**src/rtl/pred_sync_pkg.sv**
```systemverilog
package pred_sync_pkg;
  typedef enum logic {PATH_FAST = 1'b0, PATH_SAFE = 1'b1} path_e;
  typedef enum logic {ST_WARM = 1'b0, ST_RUN = 1'b1} mode_e;
endpackage

```
**src/rtl/pred_sync_phase_ctr.sv**
```systemverilog
module pred_sync_phase_ctr #(
  parameter int PERIOD = 4,
  parameter int OFFSET = 0,
  localparam int CW = (PERIOD > 1) ? $clog2(PERIOD) : 1
) (
  input  logic          clk_i,
  input  logic          rst_ni,
  output logic [CW-1:0] cnt_o,
  output logic          wrap_o,
  output logic          danger_o
);
  logic [CW-1:0] cnt_q;

  assign wrap_o   = (cnt_q == CW'(PERIOD - 1));
  assign danger_o = (cnt_q == CW'(OFFSET));
  assign cnt_o    = cnt_q;

  always_ff @(posedge clk_i or negedge rst_ni) begin
    if (!rst_ni)     cnt_q <= '0;
    else if (wrap_o) cnt_q <= '0;
    else             cnt_q <= cnt_q + CW'(1);
  end
endmodule

```
**src/rtl/pred_sync_path_fsm.sv**
```systemverilog
module pred_sync_path_fsm
  import pred_sync_pkg::*;
(
  input  logic  clk_i,
  input  logic  rst_ni,
  input  logic  wrap_i,
  input  logic  danger_i,
  output logic  run_o,
  output path_e sel_o
);
  mode_e mode_q, mode_d;

  always_comb begin
    mode_d = mode_q;
    if (mode_q == ST_WARM && wrap_i) mode_d = ST_RUN;
  end

  always_ff @(posedge clk_i or negedge rst_ni) begin
    if (!rst_ni) mode_q <= ST_WARM;
    else         mode_q <= mode_d;
  end

  assign run_o = (mode_q == ST_RUN);
  // first flop may be resolving in a danger cycle: hide it
  assign sel_o = (run_o && !danger_i) ? PATH_FAST : PATH_SAFE;
endmodule

```
**src/rtl/pred_sync_chain.sv**
```systemverilog
module pred_sync_chain #(
  parameter int DEPTH = 2
) (
  input  logic clk_i,
  input  logic rst_ni,
  input  logic d_i,
  output logic first_o,
  output logic last_o
);
  logic [DEPTH-1:0] st_q;

  for (genvar g = 0; g < DEPTH; g++) begin : g_stage
    always_ff @(posedge clk_i or negedge rst_ni) begin
      if (!rst_ni) st_q[g] <= 1'b0;
      else         st_q[g] <= (g == 0) ? d_i : st_q[(g == 0) ? 0 : g - 1];
    end
  end

  assign first_o = st_q[0];
  assign last_o  = st_q[DEPTH-1];
endmodule

```
**src/rtl/pred_sync.sv**
```systemverilog
module pred_sync
  import pred_sync_pkg::*;
#(
  parameter int PERIOD = 4,
  parameter int OFFSET = 0,
  localparam int CW = (PERIOD > 1) ? $clog2(PERIOD) : 1
) (
  input  logic clk_i,
  input  logic rst_ni,
  input  logic data_i,
  output logic data_o
);
  logic [CW-1:0] cnt_q;
  logic          wrap;
  logic          danger;
  logic          run;
  path_e         sel;
  logic          fast_bit;
  logic          safe_bit;

  pred_sync_phase_ctr #(.PERIOD(PERIOD), .OFFSET(OFFSET)) i_ctr (
    .clk_i, .rst_ni, .cnt_o(cnt_q), .wrap_o(wrap), .danger_o(danger)
  );

  pred_sync_path_fsm i_fsm (
    .clk_i, .rst_ni, .wrap_i(wrap), .danger_i(danger), .run_o(run), .sel_o(sel)
  );

  pred_sync_chain #(.DEPTH(2)) i_chain (
    .clk_i, .rst_ni, .d_i(data_i), .first_o(fast_bit), .last_o(safe_bit)
  );

  assign data_o = (sel == PATH_SAFE) ? safe_bit : fast_bit;
endmodule

```
**config.mk**
```make
export PLATFORM = sky130hd
export DESIGN_NAME = pred_sync
export DESIGN_NICKNAME = d
export VERILOG_FILES = /design/src/rtl/pred_sync_pkg.sv /design/src/rtl/pred_sync_phase_ctr.sv /design/src/rtl/pred_sync_path_fsm.sv /design/src/rtl/pred_sync_chain.sv /design/src/rtl/pred_sync.sv
export SDC_FILE = /design/constraint.sdc
export NUM_CORES = 1
export LEC_CHECK = 0
export ABC_AREA = 1
export BUFFER_PORTS_ARGS = -buffer_cell sky130_fd_sc_hd__buf_2
export CORE_AREA = 10 10 47 49
export DETAILED_ROUTE_END_ITERATION = 10
export DIE_AREA = 0 0 57 59
export GPL_TIMING_DRIVEN = 1
export REMOVE_ABC_BUFFERS = 1
export SETUP_SLACK_MARGIN = 0.05
export SYNTH_ARGS = -nofsm -noshare
export SYNTH_HDL_FRONTEND = slang
export SYNTH_HIERARCHICAL = 1
export SYNTH_SLANG_ARGS = --single-unit
```
**constraint.sdc**
```tcl
create_clock -name clk_i -period 1.8 [get_ports clk_i]
set_input_delay 0.09 -clock clk_i [delete_from_list [all_inputs] [get_ports clk_i]]
set_output_delay 0.09 -clock clk_i [all_outputs]
set_load 0.02 [all_outputs]
```
# ---- Word-level counts from Yosys, hierarchy flattened
# Cells that the tools add are included.
dict set report op_classes {
  bitwise_logic 1
  eq_ne 1
  n_mux 2
  reduce_logical 4
  addsub 1
}
# operator n
set ops {}
lappend ops {{2-bit by 1-bit adder with 2-bit output (second input constant)} 1}
lappend ops {{2-bit equality test (second input constant)} 1}
lappend ops {{1-bit logical AND} 2}
lappend ops {{2-bit zero test} 1}
lappend ops {{2-bit two-way mux} 1}
lappend ops {{1-bit zero test} 1}
lappend ops {{1-bit two-way mux} 1}
lappend ops {{1-bit inverter} 1}
dict set report totals {
  out_inout_bits 1
  input_bits 3
  register_bits 5
  word_cells 13
}

# ---- Logic depth before layout (Yosys ltp)
dict set report depth {
  word_depth 4
  ltp_mapped 7
}

# ---- Modules after synthesis
# The synthesis kept the hierarchy.
# module instances area_each_um2 cells_each
set modules_own_cells {}
lappend modules_own_cells {pred_sync_phase_ctr 1 86.3 7}
lappend modules_own_cells {pred_sync_chain 1 50.0 2}
lappend modules_own_cells {pred_sync_path_fsm 1 43.8 6}
lappend modules_own_cells {pred_sync 1 15.0 4}

# ---- Worst setup path after synthesis
# OpenSTA, ideal clock, no wires.
dict set report synth_timing {
  path_type {register to output}
  from {register i_ctr.cnt_q[0] (netlist: i_ctr/cnt_o[0])}
  to {output data_o}
  required_ps 1710
  t_arrival_ps 886
  stages_incl_launch_ff 8
  setup_slack_ps 824
  cell_sequence {dfrtp_1 > inv_1 > ha_1 > inv_1 > nand2_1 > inv_1 > nand2_1 > nand2_1}
}
dict set report synth_via {
  elab_chain_cells 4
}
# item line_no
set synth_lines {}
lappend synth_lines {{start: declaration} pred_sync_phase_ctr.sv:12} ;# logic [CW-1:0] cnt_q;
lappend synth_lines {{start signal: assignment} pred_sync_phase_ctr.sv:21} ;# else cnt_q <= cnt_q + CW'(1);
lappend synth_lines {{2-bit zero test} pred_sync_phase_ctr.sv:15} ;# assign danger_o = (cnt_q == CW'(OFFSET));
lappend synth_lines {{via danger} pred_sync.sv:15} ;# logic danger;
lappend synth_lines {{1-bit zero test} pred_sync_path_fsm.sv:25} ;# assign sel_o = (run_o && !danger_i) ? PATH_FAST : PATH_SAFE;
lappend synth_lines {{1-bit logical AND} pred_sync_path_fsm.sv:25}
lappend synth_lines {{1-bit two-way mux} pred_sync.sv:33} ;# assign data_o = (sel == PATH_SAFE) ? safe_bit : fast_bit;
lappend synth_lines {{end: declaration} pred_sync.sv:11} ;# output logic data_o
# The timed path passes the listed nets, and every way through them passes these cells.

# ---- Final worst setup path
# Ends and elaborated chain as after synthesis.

==> results.yml <==
status:
  status: "finished clean"
sta:
  slew_headroom_pct: 92.2
  finalCriticalPeriod_ns: 1.32
  fin_setup_tns_ns: 0
  worst-slew-pin-transition_ns: 0.117
  final_hold_viol_count: 0
  fin_worst_skew_ns: 0.000567
  rsz0062_at_grt: "false"
  setup_viol: 0
  finalCritPeriodShare_pct: 73.1
  fmax_mhz: 760
  timing_max_transition_violations_final: 0
  whs_ns: 0.197
placed_design:
  place_hpwl_um: 294
  gp_congestion: 0.609
  port_buffers: 3
global_routing:
  grt_overflow_total: 0
  grt_start_max_net_pins: 6
  grt_pass1_wl_um: 676
  grt_pass1_vias: 177
  grt_usage_pct: 2.95
  antenna_found_initial: 0
logic_synthesis:
  ys_seq_area_share_pct: 64.1
  synth_cell_type_count: 5
  syn_area_um2: 195
  synth_area_per_cell_um2: 10.3
  synth_warnings: 6
  syn_inst: 19
  ys_ff_latch: 5
critical_path:
  critical_path_depth: 8
  critPathTopFamily: "flip-flops"
  cp_data_arrival_time_ns: 1.23
  crit_chain: "inv_1, ha_1, inv_1, nand2_1, inv_1, nand2_1, nand2_1, buf_2"
  cp-start-kind: "register"
  cpPeakStageDelay_ns: 0.37
  cp_max_fo: 3
  reg2regPathDepth: 3
  critical_path_class: "reg2out"
  slowest_stage: "dfrtp_1"
  worstSetupStartpoint: "i_ctr/cnt_o[0]$_DFF_PN0_"
  end_kind: "primary output"
  crit_required_ns: 1.71
  cp.buffers_inverters: 4
  r2r-start: "i_ctr/cnt_o[0]$_DFF_PN0_"
min_path:
  min_path_type: "in2async"
floorplan:
  row_count: 14
  die_area_um2: 3360
  die_y_um: 59
  ios: 4
  dieWidth_um: 57
  initial_core_util_pct: 13.9
  coreArea_um2: 1400
finish:
  layout.nets: 34
  area_growth_pct: 41.7
  drive_gt1_share_pct: 21.4
  fill_cells: 160
  utilization_pct: 19.7
  num_antenna_cells: 0
detailed_routing:
  wl_per_cell_um: 7.66
  drt-total-wl_um: 337
  num_vias: 139
  drtAntennaViolNets: 0
  drc: 0
  vias_per_cell: 3.16
  drtPass1Iterations: 2
  drt-initial-drc-count: 1
clocking:
  clk_pin_slew_worst_paths_ns: 0.04
  cts_setup_buffers: 0
  cts_sinks: 5
  root_buffer: "clkbuf_4"
  worstSkewPairLatency_ns: 0.23
  cts_made_buffers: 3
  cts.path.max_buffers: 2
  htreeDepth: 1
  cts_resized: 0
  cts_tree: "built"
  holdBufCountCts: 2
pwr:
  p_per_area_nw_per_um2: 904
  ir_worst_vdd_mv: 0.106
  p_leak_nw: 0.145
  total_power_uw: 250
run:
  max-cap-violations: 0
## placed cells by master, fill, tap and decap left out
cell           instances
dlygate4sd3_1          2
nor2_1                 1
ha_1                   2
buf_2                  3
clkbuf_4               3
clkbuf_1               1
dfrtp_1                5
nand2_1                5
inv_1                  6
## cell type report
cell class                 instances  area (um^2)  area share [%]
sequential                         5          125            45.2
multi-input combinational          8         47.5            17.2
timing repair buffer               5         35.0            12.7
clock buffer                       4         26.3            9.50
inverter                           6         22.5            8.14
tap                               16         20.0            7.24
## metrics by stage
step	worst slack [ns]	std cells	instance area [um^2]
2_1_floorplan	0.824	19	195
3_3_place_gp	0.746	38	230
3_5_place_dp	0.714	38	230
4_1_cts	0.450	44	277
5_1_grt	0.334	44	277
6_report	0.484	44	277
## worst reg2reg max path: cells and delay by family, from the launching register on
family | cells | cell delay [ns]
adder cells (fa/ha/maj) | 1 | 0.22
buffers and inverters | 1 | 0.06
flip-flops | 1 | 0.39
AND/OR/NAND/NOR | 1 | 0.05
## synth_stat cells (all sizes together)
cell   number  area share (%)
dfrtp       5              64
ha          2              13
nand2       5             9.6
nor2        1             1.9
inv         6              12
## cell families after synthesis
family | after synthesis | share of synthesized area (%)
and+or+nand+nor | 6 | 11.5
adders and majority gates | 2 | 12.8
DFF | 5 | 64.1
buffers and inverters | 6 | 11.5
## power by group
| part | leakage (nW) | switching (mW) | total (mW) | internal, mW |
|---|---|---|---|---|
| clock network | 0.0150 | 0.0397 | 0.123 | 0.0834 |
| registers | 0.0559 | 0.00109 | 0.116 | 0.115 |
| logic | 0.0743 | 0.00509 | 0.0107 | 0.00558 |
| total | 0.145 | 0.0459 | 0.250 | 0.204 |
## path summary, 6_finish.rpt
check                                            to  slack, ns
hold reg to reg            i_chain/last_o$_DFF_PN0_       0.39
max in group asynchronous  i_ctr/cnt_o[0]$_DFF_PN0_       1.48
setup / recovery                             data_o       0.48
setup reg to reg            i_fsm/run_o$_DFFE_PN0P_       0.97
hold / removal             i_ctr/cnt_o[1]$_DFF_PN0_       0.20
min in group clk_i         i_chain/last_o$_DFF_PN0_       0.39
## registers in the layout (all words and copies together), names as in the netlist
| name | flops |
|---|---|
| i_fsm/run_o | 1 |
| i_ctr/cnt_o | 2 |
| i_chain/first_o | 1 |
| i_chain/last_o | 1 |
## layer usage
layer  up-vias  share of wire [%]  routed length (um)  global-route usage [%]
met1        65                 28                  93                    1.68
met2         2                 66                 221                    4.81
met4         0                  0                   0                    5.03
li1         72                  -                   -                       -
met3         0                6.8                  23                    1.72
met5         -                  0                   0                       0
(Power assumes the default switching activity.)
